`config.mk`:
```
export PLATFORM = sky130hd
export DESIGN_NAME = shadow_gate
export DESIGN_NICKNAME = d
export VERILOG_FILES = /design/src/rtl/shadow_gate.sv
export SDC_FILE = /design/constraint.sdc
export NUM_CORES = 1
export LEC_CHECK = 0
export BUFFER_PORTS_ARGS = -buffer_cell sky130_fd_sc_hd__buf_2
export CORE_MARGIN = 2
export CORE_UTILIZATION = 35
export DETAILED_ROUTE_END_ITERATION = 8
export PLACE_DENSITY = 0.66
export SLEW_MARGIN = 5
export SYNTH_ARGS = -nofsm -noshare
export SYNTH_HDL_FRONTEND = slang
export SYNTH_SLANG_ARGS = --single-unit
```
`constraint.sdc`:
```
create_clock -name clk -period 1.5 [get_ports clk]
set_clock_uncertainty 0.15 [all_clocks]
set_input_delay 0.075 -clock clk [delete_from_list [all_inputs] [get_ports clk]]
set_output_delay 0.075 -clock clk [all_outputs]
set_load 0.02 [all_outputs]
```
`src/rtl/shadow_gate.sv`:
```
module shadow_gate #(
  parameter int NU = 4,
  parameter int NB = 4
) (
  input  logic                                clk,
  input  logic                                rst_n,
  input  logic                                iss_valid,
  input  logic [(NU > 1 ? $clog2(NU) : 1)-1:0] iss_unit,
  input  logic                                br_alloc,
  output logic [(NB > 1 ? $clog2(NB) : 1)-1:0] br_slot,
  output logic                                br_stall,
  input  logic                                res_valid,
  input  logic [(NB > 1 ? $clog2(NB) : 1)-1:0] res_slot,
  input  logic                                res_miss,
  input  logic [NU-1:0]                       unit_rdy,
  input  logic [NU-1:0]                       wr_ack,
  output logic [NU-1:0]                       wr_ok,
  output logic [NU-1:0]                       cancel,
  output logic [NU-1:0]                       busy,
  output logic [NB-1:0]                       pend
);
  localparam int UW = NU > 1 ? $clog2(NU) : 1;
  localparam int SW = NB > 1 ? $clog2(NB) : 1;

  logic [NB-1:0] pend_q, pend_d, free_v;
  logic [NU-1:0] busy_q, can_q, busy_d, can_d;
  logic [NB-1:0] row_q [NU];
  logic [NB-1:0] row_d [NU];
  logic          res_hit, grant;
  logic [SW-1:0] low_free;

  assign free_v  = ~pend_q;
  assign res_hit = res_valid && pend_q[res_slot];
  assign grant   = br_alloc && (|free_v);

  always_comb begin
    low_free = '0;
    for (int i = NB - 1; i >= 0; i--)
      if (free_v[i]) low_free = SW'(i);
  end

  assign br_slot  = low_free;
  assign br_stall = br_alloc && !(|free_v);

  always_comb begin
    pend_d = pend_q;
    if (res_hit) pend_d[res_slot] = 1'b0;
    if (grant)   pend_d[low_free] = 1'b1;
  end

  always_ff @(posedge clk) begin
    if (!rst_n) pend_q <= '0;
    else        pend_q <= pend_d;
  end

  for (genvar u = 0; u < NU; u++) begin : g_unit
    always_comb begin
      busy_d[u] = busy_q[u];
      row_d[u]  = row_q[u];
      can_d[u]  = 1'b0;
      if (wr_ack[u]) begin
        busy_d[u] = 1'b0;
        row_d[u]  = '0;
      end
      if (iss_valid && iss_unit == UW'(u)) begin
        busy_d[u] = 1'b1;
        row_d[u]  = pend_q;
      end
      if (res_hit) begin
        if (res_miss && row_d[u][res_slot]) begin
          can_d[u]  = 1'b1;
          busy_d[u] = 1'b0;
          row_d[u]  = '0;
        end else begin
          row_d[u][res_slot] = 1'b0;
        end
      end
    end

    always_ff @(posedge clk) begin
      if (!rst_n) begin
        busy_q[u] <= 1'b0;
        can_q[u]  <= 1'b0;
        row_q[u]  <= '0;
      end else begin
        busy_q[u] <= busy_d[u];
        can_q[u]  <= can_d[u];
        row_q[u]  <= row_d[u];
      end
    end

    assign wr_ok[u] = busy_q[u] && unit_rdy[u] && !(|row_q[u]);

    AST_NO_SHADOW_WRITE: assert property (@(posedge clk) disable iff (!rst_n)
      wr_ok[u] |-> ((row_q[u] & pend_q) == '0));
    AST_CANCEL_IDLE: assert property (@(posedge clk) disable iff (!rst_n)
      can_q[u] |-> !busy_q[u]);
    AST_ROW_ONLY_PENDING: assert property (@(posedge clk) disable iff (!rst_n)
      (row_q[u] & ~pend_q) == '0);
  end

  assign busy   = busy_q;
  assign cancel = can_q;
  assign pend   = pend_q;

  AST_SLOT_CLAIMED: assert property (@(posedge clk) disable iff (!rst_n)
    br_alloc && !br_stall |=> pend_q[$past(br_slot)]);
  AST_SLOT_FREED: assert property (@(posedge clk) disable iff (!rst_n)
    res_valid && pend_q[res_slot] |=> !pend_q[$past(res_slot)]);
  AST_CANCEL_CAUSE: assert property (@(posedge clk) disable iff (!rst_n)
    (|can_q) |-> $past(res_valid && res_miss));
  AST_ISSUE_BUSY: assert property (@(posedge clk) disable iff (!rst_n)
    iss_valid && !(res_valid && res_miss) |=> busy_q[$past(iss_unit)]);
endmodule

```
==> results of run 1 <==
state kept, by name (all words and copies together), names as in the netlist:
register and cells:
cancel 4, row_q 16, pend 4, busy 4
cell type report:
class	count	area share
clock buffers	4	0.0259
multi-input cells	150	0.509
flip-flops and latches	28	0.265
well taps	52	0.0306
repair buffers	54	0.169
placed cells by master, fill, tap and decap left out, drive strengths merged, types with 7 or more instances in the layout:
cell    n
buf    52
dfxtp  28
nor3   24
a21oi  23
nor3b  18
o21ai  18
nor2   15
mux2i  11
nand2   8
and3    7
layer usage:
metal / share of wire / track usage / up-vias
met5: 0 / 0 / -
met4: 0.0065 / 0.0514 / 0
met3: 0.065 / 0.0276 / 5
met2: 0.45 / 0.271 / 55
met1: 0.47 / 0.237 / 717
li1: - / - / 789
report_power, final:
| part | internal, mW | total (mW) | switching (mW) |
|---|---|---|---|
| Combinational | 0.114 | 0.275 | 0.161 |
| Clock | 0.235 | 0.466 | 0.231 |
| Sequential | 0.756 | 0.765 | 0.00950 |
stage by stage:
step                      TNS (ns)  total power [mW]
after CTS                        0              1.52
after detailed placement    -0.672              1.03
after floorplan                  0             0.922
after global placement     -0.0522              1.03
after global routing        -0.394              1.58
final                            0              1.51
what timing repair did:
action / 4_1_cts / 5_1_grt
endpoints found under the setup margin: 1 / 24
resized for setup: 5 / 12
endpoints found under the hold margin: 6 / 0
pin swaps: 0 / 21
hold buffers: 2 / 0
setup buffers: 3 / 0
cloned: 0 / 0
final timing paths:
path | start | end | slack [ns] | depth (start not counted)
setup / recovery | pend[0] | br_stall | 0.003 | 4
hold / removal | wr_ack[3] | cancel[3] | 0.09 | 4
setup reg to reg | pend[0] | row_q[3][1] | 0.003 | 5
hold reg to reg | busy[0] | busy[0] | 0.50 | 3
logic make-up (layout without fill, tap and decap cells):
| logic type | after synthesis | after routing | share of synthesized area |
|---|---|---|---|
| flip-flops | 28 | 28 | 0.340 |
| AND/OR/NAND/NOR | 93 | 93 | 0.376 |
| buffers and inverters | 11 | 58 | 0.0357 |
| multiplexers | 11 | 11 | 0.0766 |
| AO/OA/AOI/OAI | 46 | 46 | 0.171 |
worst max-delay path, cell delays in order, from the launching register on:
cell and delay, ns:
dfxtp_2 0.36, buf_6 0.15, and3_4 0.19, and3_1 0.15
buf_4 0.13
==> results.ini, run 1 <==
[outcome]
outcome = finished clean

[die]
rows = 24
die-area_sq_mm = 0.00528
die_h_um = 72.6
ioPinCount = 37
core_area_sq_mm = 0.00444
start_util = 0.371
die_w_um = 72.6

[timing]
setup_violations = 0
period_needed_ns = 1.50
rsz0062_at_grt = yes
whs_ns = 0.0897
slew_viol_final = 0
slew_headroom = 0.741
tightest_slew_ns = 0.389
fmax_ghz = 0.668
hold_viol = 0
min_period_over_period = 0.998
fin_ws_ns = 0.00302

[placement]
dp_hpwl_mm = 3.03
pre_cts_slack_ns = -0.0817
place_area_sq_mm = 0.00196
globalplace.congestion = 0.835
place_inst = 279
port_buffers = 36

[finish]
final_area_sq_mm = 0.00212
multi_input_area_sq_mm = 0.00108
nNetsFinal = 255
fillers = 435
drive_gt1_frac = 0.386
post-route-util = 0.478
regArea_sq_um = 563
insertedDiodeCount = 0
area_delta_synth_final_pct = 28.8
instances_no_fill = 288

[critical_path]
cp_data_arrival_time_ns = 1.27
start_kind = flop
worst-setup-path-type = reg2out
end_kind = output port
required_ns = 1.27
crit_path_max_fanout = 11

[synth]
netlist_top_cells_count = dfxtp_1, a21oi_1, nor3b_1
synthTopCellsByArea = dfxtp_1, nor3_2, nor3b_1, a21oi_1, mux2i_1
avgSynthCellArea_sq_um = 8.73
syn_area_sq_mm = 0.00165
synthArstFlopShare = 0
synthesis.nets = 207
yosys.area.top_type = dfxtp_1
yosysTopAreaCellShare = 0.340
synth_cell_types = 29
yosys.cell_count.top_type = dfxtp_1
synth_seq_cells = 28
yosysWarningCount = 0
ys.flop_type = dfxtp_1
syn_inst = 189
seq_area_frac_synth = 0.340
synth-edff-count = 0

[detailed_routing]
num_vias = 1566
drt-initial-drc-count = 160
first_pass_iters = 4
wire_per_inst_um = 15.0
final_antenna_net_count = 0
drc = 0
routed_wl_mm = 4.32
vias_per_cell = 5.44

[global_routing]
grt_max_degree = 16
antenna_found_initial = 0
gr-total-overflow = 0
grt_pass1_wl_mm = 6.98
first_global_vias = 1404
grtUsageTotal = 0.170

[clocking]
cts-root-buf = clkbuf_8
clk_latency_ns = 0.28
cts.sinks = 28
htree_levels = 1
cts_buffer_depth = 2
path_clk_slew_ns = 0.09
cts_tree = built
cts_buffers = 3

[pwr]
power.density_mw_per_mm2 = 709
irDropWorstVdd_uv = 396
p_leak_nw = 0.875

[job]
maxCapViolCount = 0

[worst_hold_path]
min_path_type = in2reg

Power figures use the tool's default switching activity.
==> run 2, diff against run 1 <==
--- a/config.mk
+++ b/config.mk
@@ -6,4 +6,5 @@
 export NUM_CORES = 1
 export LEC_CHECK = 0
+export ABC_CLOCK_PERIOD_IN_PS = 1310
 export BUFFER_PORTS_ARGS = -buffer_cell sky130_fd_sc_hd__buf_2
 export CORE_MARGIN = 2
==> constraint.sdc (replaced) <==
create_clock -name clk -period 1.31 [get_ports clk]
set_clock_uncertainty 0.15 [all_clocks]
set_input_delay 0.0655 -clock clk [delete_from_list [all_inputs] [get_ports clk]]
set_output_delay 0.0655 -clock clk [all_outputs]
set_load 0.01 [all_outputs]
==> results.ini, run 2 (synthesized netlist as in run 1, its figures left out) <==
[finish]
instances_no_fill = 320  ; was 288
fillers = 386  ; was 435
final_cell_mix = buf_2, buf_4, a21oi_1, buf_6, nor3b_1  ; was buf_2, dfxtp_1, a21oi_1
area_delta_synth_final_pct = 58.3  ; was 28.8%
largest_reg_flops = 16  ; unchanged
layout_commonest_cell = buf_2  ; unchanged
multi_input_area_sq_mm = 0.00127  ; was 0.00108 sq mm
regArea_sq_um = 576  ; was 563 sq um
post-route-util = 0.588  ; was 0.478
drive_gt1_frac = 0.582  ; was 0.386
insertedDiodeCount = 0  ; unchanged
nNetsFinal = 288  ; was 255
final_area_sq_mm = 0.00261  ; was 0.00212 sq mm
largest-register = row_q  ; unchanged

[global_routing]
antenna_found_initial = 0  ; unchanged
grt_max_degree = 15  ; was 16
gr-total-overflow = 0  ; unchanged
first_global_vias = 1516  ; was 1404
grt_pass1_wl_mm = 7.50  ; was 6.98 mm
grtUsageTotal = 0.187  ; was 0.170

[pwr]
irDropWorstVdd_uv = 460  ; was 396 uV
power.density_mw_per_mm2 = 673  ; was 709 mW/mm^2
p_leak_nw = 1.07  ; was 0.875 nW

[timing]
hold_viol = 0  ; unchanged
tightest_slew_ns = 0.390  ; was 0.389 ns
setup_violations = 27  ; was 0
slew_viol_final = 0  ; unchanged
slew_headroom = 0.740  ; was 0.741
fin_ws_ns = -0.112  ; was 0.00302 ns
period_needed_ns = 1.42
fmax_ghz = 0.703
min_period_over_period = 1.09
rsz0062_at_grt = yes  ; unchanged

[critical_path]
reg2reg_from = pend[0]  ; unchanged
r2r-end = cancel[1]  ; was row_q[3][1]
required_ns = 1.09  ; was 1.27 ns
cpLargestDelayFamily = flip-flops  ; unchanged
crit_path_max_fanout = 3  ; was 11
end_kind = output port  ; unchanged
worstPathCellList = buf_6, and3_4, and3_4, buf_6  ; was buf_6, and3_4, and3_1, buf_4
cp_slowest_cell = dfxtp_2  ; unchanged
start_kind = flop  ; unchanged
max_stage_delay_ns = 0.37  ; was 0.36 ns
cp_data_arrival_time_ns = 1.21  ; was 1.27 ns
path_buf_inv = 2  ; unchanged
rr_worst_depth = 6  ; was 5
worst-setup-path-type = reg2out  ; unchanged
ff2ff_setup_slack_ns = -0.09  ; was 0.003 ns

[placement]
place_inst = 296  ; was 279
place_area_sq_mm = 0.00209  ; was 0.00196 sq mm
globalplace.congestion = 0.848  ; was 0.835
dp_hpwl_mm = 3.33  ; was 3.03 mm
port_buffers = 36  ; unchanged

[worst_hold_path]
hp-start = res_miss  ; was wr_ack[3]
min_path_type = in2reg  ; unchanged
holdPathStages = 4  ; unchanged
holdPathEnd = cancel[0]  ; was cancel[3]

[die]
ioPinCount = 37  ; unchanged
die-area_sq_mm = 0.00528  ; unchanged
core_area_sq_mm = 0.00444  ; unchanged
start_util = 0.371  ; unchanged
rows = 24  ; unchanged
die_w_um = 72.6  ; unchanged
die_h_um = 72.6  ; unchanged

[clocking]
htree_levels = 1  ; unchanged
path_clk_slew_ns = 0.09  ; about the same
cts-root-buf = clkbuf_8  ; unchanged
cts.sinks = 28  ; unchanged
cts_buffer_depth = 2  ; unchanged
cts_buffers = 3  ; unchanged
clk_latency_ns = 0.27  ; was 0.28 ns
cts_tree = built  ; unchanged

[outcome]
outcome = finished, violations left  ; was finished clean
violations = negative setup slack

[detailed_routing]
drt-initial-drc-count = 104  ; was 160
num_vias = 1722  ; was 1566
vias_per_cell = 5.38  ; was 5.44
routed_wl_mm = 5.27  ; was 4.32 mm
final_antenna_net_count = 0  ; unchanged
first_pass_iters = 4  ; unchanged
drc = 0  ; unchanged
wire_per_inst_um = 16.5  ; was 15.0 um

[job]
maxCapViolCount = 0  ; unchanged

## run 2: tightest hold or removal path, cell delays in order
cell and delay, ns:
buf_2 0.13, nand4_1 0.08, buf_6 0.13, nor3_4 0.04
## run 2: power breakdown
part	leakage (nW)	internal [mW]	switching, mW	total [mW]
clock network	0.0216	0.207	0.264	0.471
registers	0.232	0.866	0.0130	0.879
logic	0.820	0.193	0.215	0.408
## run 2: area by class of cell
class,count,share of cell area
clock buffers,3,0.0158
multi-input cells,150,0.486
flip-flops and latches,28,0.220
well taps,52,0.0249
repair buffers,87,0.253
## run 2: worst max-delay path by stage
stage | cells past startpoint | start | end
after floorplan | 5 | pend[1] | row_q[0][2]
after global placement | 6 | res_slot[1] | row_q[2][3]
after detailed placement | 6 | res_slot[1] | row_q[1][2]
after CTS | 3 | row_q[0][3] | wr_ok[0]
after global routing | 3 | row_q[1][0] | wr_ok[1]
final | 4 | pend[1] | br_stall
## run 2: per-layer routing
layer	vias to the layer above	wire length, um	global-route usage
met1	809	2260	0.237
met4	0	110	0.0679
li1	856	-	-
met2	46	2660	0.318
met3	11	239	0.0304
met5	-	0	0
## run 2: stage by stage
step / power [mW] / TNS, ns / worst slack, ns / hold WS, ns
4_1_cts: 1.69 / -0.933 / -0.108 / 0.0507
6_report: 1.76 / -1.03 / -0.112 / 0.0546
3_5_place_dp: 1.19 / -2.10 / -0.142 / 0.160
5_1_grt: 1.83 / -2.53 / -0.175 / 0.0553
2_1_floorplan: 1.05 / -0.0123 / -0.0123 / 0.0312
3_3_place_gp: 1.19 / -1.42 / -0.0842 / 0.149
## run 2: what timing repair did
action | in CTS | in global routing
pin swaps | 20 | 18
endpoints found under the hold margin | 4 | 0
hold buffers | 2 | 0
endpoints found under the setup margin | 29 | 34
resized for setup | 30 | 49
buffers inserted | 13 | 6
